==> config.mk <==
export PLATFORM = sky130hd
export DESIGN_NAME = extirq_cond
export DESIGN_NICKNAME = d
export VERILOG_FILES = /design/src/rtl/extirq_pkg.sv /design/src/rtl/extirq_sync.sv /design/src/rtl/extirq_line.sv /design/src/rtl/extirq_cond.sv
export SDC_FILE = /design/constraint.sdc
export NUM_CORES = 1
export LEC_CHECK = 0
export BUFFER_PORTS_ARGS = -buffer_cell sky130_fd_sc_hd__buf_2
export CORE_MARGIN = 3
export CORE_UTILIZATION = 48
export CTS_BUF_LIST = sky130_fd_sc_hd__clkbuf_4
export DETAILED_ROUTE_END_ITERATION = 10
export PLACE_DENSITY = 0.78
export SLEW_MARGIN = 5
export SYNTH_ARGS = -nofsm -noshare
export SYNTH_HDL_FRONTEND = slang
export SYNTH_SLANG_ARGS = --single-unit
==> constraint.sdc <==
create_clock -name clk -period 1.5 [get_ports clk]
set_input_delay 0.075 -clock clk [delete_from_list [all_inputs] [get_ports clk]]
set_output_delay 0.075 -clock clk [all_outputs]
set_load 0.05 [all_outputs]
==> src/rtl/extirq_pkg.sv <==
package extirq_pkg;

    localparam int NUM_LINES  = 4;
    localparam int CTRL_W     = 32;
    localparam int MASTER_BIT = 12;
    localparam int ROUTE_BIT  = 0;

    typedef enum logic [1:0] {
        SENSE_LVL_HI = 2'd0,
        SENSE_RISE   = 2'd1,
        SENSE_FALL   = 2'd2,
        SENSE_LVL_LO = 2'd3
    } sense_e;

    typedef enum logic {
        LN_QUIET   = 1'b0,
        LN_PENDING = 1'b1
    } line_state_e;

    function automatic int sense_lsb(input int n);
        return 22 - 2 * n;
    endfunction

    function automatic int en_bit(input int n);
        return 11 - n;
    endfunction

    function automatic int clr_bit(input int n);
        return 27 - n;
    endfunction

    function automatic logic [CTRL_W-1:0] writable_mask();
        logic [CTRL_W-1:0] m;
        m = '0;
        m[MASTER_BIT] = 1'b1;
        m[ROUTE_BIT]  = 1'b1;
        for (int n = 0; n < NUM_LINES; n++) begin
            m[en_bit(n)]        = 1'b1;
            m[sense_lsb(n)]     = 1'b1;
            m[sense_lsb(n) + 1] = 1'b1;
        end
        return m;
    endfunction

endpackage

==> src/rtl/extirq_sync.sv <==
module extirq_sync #(
    parameter int STAGES = 2
) (
    input  logic clk,
    input  logic rst_n,
    input  logic d_i,
    output logic q_o
);
    logic [STAGES-1:0] chain_q;

    always_ff @(posedge clk) begin
        if (!rst_n) begin
            chain_q <= '0;
        end else begin
            chain_q <= {chain_q[STAGES-2:0], d_i};
        end
    end

    assign q_o = chain_q[STAGES-1];
endmodule

==> src/rtl/extirq_line.sv <==
module extirq_line
    import extirq_pkg::*;
(
    input  logic   clk,
    input  logic   rst_n,
    input  logic   lvl_i,
    input  sense_e sense_i,
    input  logic   en_i,
    input  logic   clr_i,
    output logic   req_o
);
    logic        prev_q;
    logic        hit;
    logic        is_edge;
    logic        raw;
    line_state_e st_q, st_d;

    always_ff @(posedge clk) begin
        if (!rst_n) begin
            prev_q <= 1'b0;
        end else begin
            prev_q <= lvl_i;
        end
    end

    always_comb begin
        is_edge = (sense_i == SENSE_RISE) || (sense_i == SENSE_FALL);
        hit     = ((sense_i == SENSE_RISE) &&  lvl_i && !prev_q) ||
                  ((sense_i == SENSE_FALL) && !lvl_i &&  prev_q);
    end

    // next-state logic: a detected edge outranks a clear
    always_comb begin
        st_d = st_q;
        unique case (st_q)
            LN_QUIET:   st_d = hit ? LN_PENDING : LN_QUIET;
            LN_PENDING: st_d = (clr_i && !hit) ? LN_QUIET : LN_PENDING;
            default:    st_d = LN_QUIET;
        endcase
    end

    always_ff @(posedge clk) begin
        if (!rst_n) begin
            st_q <= LN_QUIET;
        end else begin
            st_q <= st_d;
        end
    end

    // output logic
    always_comb begin
        unique case (sense_i)
            SENSE_LVL_HI: raw = lvl_i;
            SENSE_LVL_LO: raw = !lvl_i;
            default:      raw = (st_q == LN_PENDING);
        endcase
        req_o = raw && en_i;
    end


    pending_holds_chk: assert property (@(posedge clk) disable iff (!rst_n)
        (st_q == LN_PENDING && !clr_i) |=> (st_q == LN_PENDING));


    clear_in_level_chk: assert property (@(posedge clk) disable iff (!rst_n)
        (clr_i && !is_edge) |=> (st_q == LN_QUIET));


    set_needs_edge_mode_chk: assert property (@(posedge clk) disable iff (!rst_n)
        $rose(st_q == LN_PENDING) |-> $past(is_edge));
endmodule

==> src/rtl/extirq_cond.sv <==
module extirq_cond
    import extirq_pkg::*;
#(
    parameter int SYNC_STAGES = 2
) (
    input  logic                 clk,
    input  logic                 rst_n,
    input  logic                 wr_en,
    input  logic [CTRL_W-1:0]    wr_data,
    output logic [CTRL_W-1:0]    rd_data,
    input  logic [NUM_LINES-1:0] irq_pin,
    output logic [NUM_LINES-1:0] irq_req,
    output logic                 crit_route_o
);
    localparam logic [CTRL_W-1:0] WR_MASK = writable_mask();

    logic [CTRL_W-1:0]    ctrl_q;
    logic [NUM_LINES-1:0] pin_s;

    always_ff @(posedge clk) begin
        if (!rst_n) begin
            ctrl_q <= '0;
        end else if (wr_en) begin
            ctrl_q <= wr_data & WR_MASK;
        end
    end

    assign rd_data      = ctrl_q;
    assign crit_route_o = ctrl_q[ROUTE_BIT];

    for (genvar i = 0; i < NUM_LINES; i++) begin : g_line
        extirq_sync #(.STAGES(SYNC_STAGES)) u_sync (
            .clk   (clk),
            .rst_n (rst_n),
            .d_i   (irq_pin[i]),
            .q_o   (pin_s[i])
        );

        extirq_line u_line (
            .clk     (clk),
            .rst_n   (rst_n),
            .lvl_i   (pin_s[i]),
            .sense_i (sense_e'(ctrl_q[sense_lsb(i) +: 2])),
            .en_i    (ctrl_q[en_bit(i)] && ctrl_q[MASTER_BIT]),
            .clr_i   (wr_en && wr_data[clr_bit(i)]),
            .req_o   (irq_req[i])
        );


        req_gated_chk: assert property (@(posedge clk) disable iff (!rst_n)
            irq_req[i] |-> (rd_data[en_bit(i)] && rd_data[MASTER_BIT]));
    end


    ctrl_stable_chk: assert property (@(posedge clk) disable iff (!rst_n)
        !wr_en |=> $stable(rd_data));
endmodule

==> impl_metrics.ini <==
[power_and_ir_drop]
power_density_nw_per_um2 = 825
power_switching_w = 0.000591
seq_power_share = 0.495
p_comb_frac = 0.258
pwr-share-clk = 0.247
vdd_ir_drop_max_v = 0.000702
finalPower_w = 0.00175
swShare = 0.338
internal_power_w = 0.00116
total_leakage_power_nw = 1.06

[final_layout]
fin_nets = 269
n_antenna_cell = 0
area_growth_pct = 30.9
drive_gt1_frac = 0.465
utilization = 0.677
nFillCells = 257

[cts]
cts_inserted_buffers = 5
worstSkewPairLatency_ns = 0.32
clock_sinks = 30
clockRootBuffer = clkbuf_4
h-tree-depth = 2
cts_buffer_depth = 2
path_clk_slew_ns = 0.09
cts_tree = yes

[floorplan]
initial_core_util = 0.517
die_y_um = 64.1
die_width_um = 64.1
dieArea_um2 = 4100
io_pins = 76
core_area_um2 = 3130
num_rows = 20

[logic_synthesis]
yosys.cell_count.top_type = dfxtp_1
synth_top_area_frac = 0.371
netlist_instances = 151
synth_edf_count = 0
syn_avg_cell_area_um2 = 10.7
ys_seq_area_frac = 0.371
synth_largest_area_cell = dfxtp_1
yosysUniqueCellTypes = 17
ys_top_cells_by_area = dfxtp_1 37%, ha_1 12%, buf_4 11%
synth_ff_type = dfxtp_1
yosys-top-cells-count = 30 x dfxtp_1, 23 x buf_4, 16 x ha_1
syn-cell-area_um2 = 1620
ys_warn_count = 0
async_reset_ff_frac = 0
ys_seq_elements = 30

[sta]
post-route-period-util = 1.09
relSlewSlack = 0.624
slew_violations = 0
holdWs_ns = 0.0140
rsz0062_at_grt = yes
period_minus_slack_ns = 1.64
timing_hold_violations_final = 0
max_freq_mhz = 610
worst_pin_slew_ns = 0.563
clock_skew_ns = 0.00566
final-setup-viol-count = 4
fin_ws_ns = -0.140

[routing]
vias = 1158
wirelength_um = 3230
drc_errors = 0
drtAntennaViolNets = 0
drt_pass1_iterations = 4
viasPerCell = 4.47
wl_per_cell_um = 12.5
drtIter0Drc = 20

[critical_path]
crit_path_max_fanout = 5
path_cells = inv_4, ha_4, mux2_4, o2111a_1, buf_6
worstSetupPathType = register to output port
critPathSlowestCell = dfxtp_4
arrival_ns = 1.57
critPathMaxStageDelay_ns = 0.39
start_kind = register
required_ns = 1.42
worstSetupEndpointType = output port
cp_num_buf_inv = 2
crit_family = flip-flops

[placement]
hpwlAfterDp_um = 2020
dpl_worst_slack_ns = 0.131
numPortBuffers = 43
place_congestion = 0.779

[outcome]
violations = negative setup slack
status = complete, but fails checks

[hold_path]
hold_path_class = input pin to register

[grt]
antenna_found_initial = 0
grt.overflow.total = 0
first_global_vias = 1131
grt_pass1_wl_um = 5010
grt_max_degree = 31
track_usage = 0.159

[run]
cap_violations = 0
layout by cell type (no fill, tap or decap):
cell type	synthesis	layout
and3b_1	8	8
buf_4	23	20
clkinv_1	0	3
dfxtp_2	0	1
ha_1	16	8
o2111a_1	4	4
inv_2	0	2
nor2b_1	14	14
clkbuf_4	0	5
inv_4	0	6
ha_2	0	4
dfxtp_4	0	7
buf_2	0	39
and2_1	12	12
dlygate4sd3_1	0	4
mux2_4	0	4
buf_6	1	4
nand2b_1	4	4
mux2i_1	14	14
dfxtp_1	30	22
o31a_1	4	4
a21boi_2	4	4
conb_1	1	18
ha_4	0	4
sequential cells by signal, indices dropped and copies added, names as in the netlist:
signal	flops
g_line.u_line.prev_q	4
g_line.u_line.st_q	4
g_line.u_sync.chain_q	8
rd_data	14
power by group through the flow:
stage | Combinational, W | Sequential (W) | Clock (W)
6_report | 0.000451 | 0.000865 | 0.000432
5_1_grt | 0.000484 | 0.000870 | 0.000504
4_1_cts | 0.000425 | 0.000862 | 0.000454
3_5_place_dp | 0.000363 | 0.000884 | 0
3_3_place_gp | 0.000353 | 0.000880 | 0
2_1_floorplan | 0.000259 | 0.000954 | 0
repair_timing:
item	in CTS	in global routing
gates cloned	0	0
hold endpoints to repair	4	0
buffers inserted	15	5
setup endpoints to repair	4	4
pin swaps	6	7
hold buffers	4	0
gates resized for setup	32	9
metal layers:
| layer | global-route usage | share of wire |
|---|---|---|
| met1 | 0.176 | 0.43 |
| met2 | 0.280 | 0.50 |
| met3 | 0.0668 | 0.062 |
| met4 | 0.0323 | 0.0081 |
| met5 | 0 | 0 |
final timing paths:
check                         startpoint                           to  slack (ns)  cells after the start
min                          wr_data[23]                  rd_data[23]        0.01                      3
max                          rd_data[21]                   irq_req[1]       -0.14                      5
min reg2reg  g_line[3].u_sync.chain_q[0]  g_line[3].u_sync.chain_q[1]        0.44                      1
max reg2reg                  rd_data[16]        g_line[3].u_line.st_q        0.06                      7
cell type report:
cell class,count,area [um2],share of cell area
inverters,8,45.0,0.0213
flip-flops and latches,30,628,0.297
multi-input cells,102,911,0.430
clock buffers,5,37.5,0.0177
well taps,44,55.1,0.0260
clock inverters,3,11.3,0.00532
repair buffers,67,430,0.203
worst min-delay path: stages:
cell and delay [ns]:
buf_2 0.08, mux2i_1 0.05, nor2b_1 0.09
cells by family (layout without fill, tap and decap cells):
kind of cell | Yosys count | after routing | synth area share
AOI/OAI and AO/OA | 12 | 12 | 0.0773
other | 1 | 18 | 0.00232
DFF | 30 | 30 | 0.371
adders and majority gates | 16 | 16 | 0.124
and+or+nand+nor | 38 | 38 | 0.159
buffers and inverters | 36 | 83 | 0.152
muxes | 18 | 18 | 0.114
per-stage QoR:
step           instance area (um2)  TNS, ns  instances
2_1_floorplan                 1700        0        168
3_3_place_gp                  1760        0        227
3_5_place_dp                  1760        0        227
4_1_cts                       2040   -0.568        254
5_1_grt                       2120   -0.714        259
6_report                      2120   -0.464        259
(Power assumes the default switching activity.)
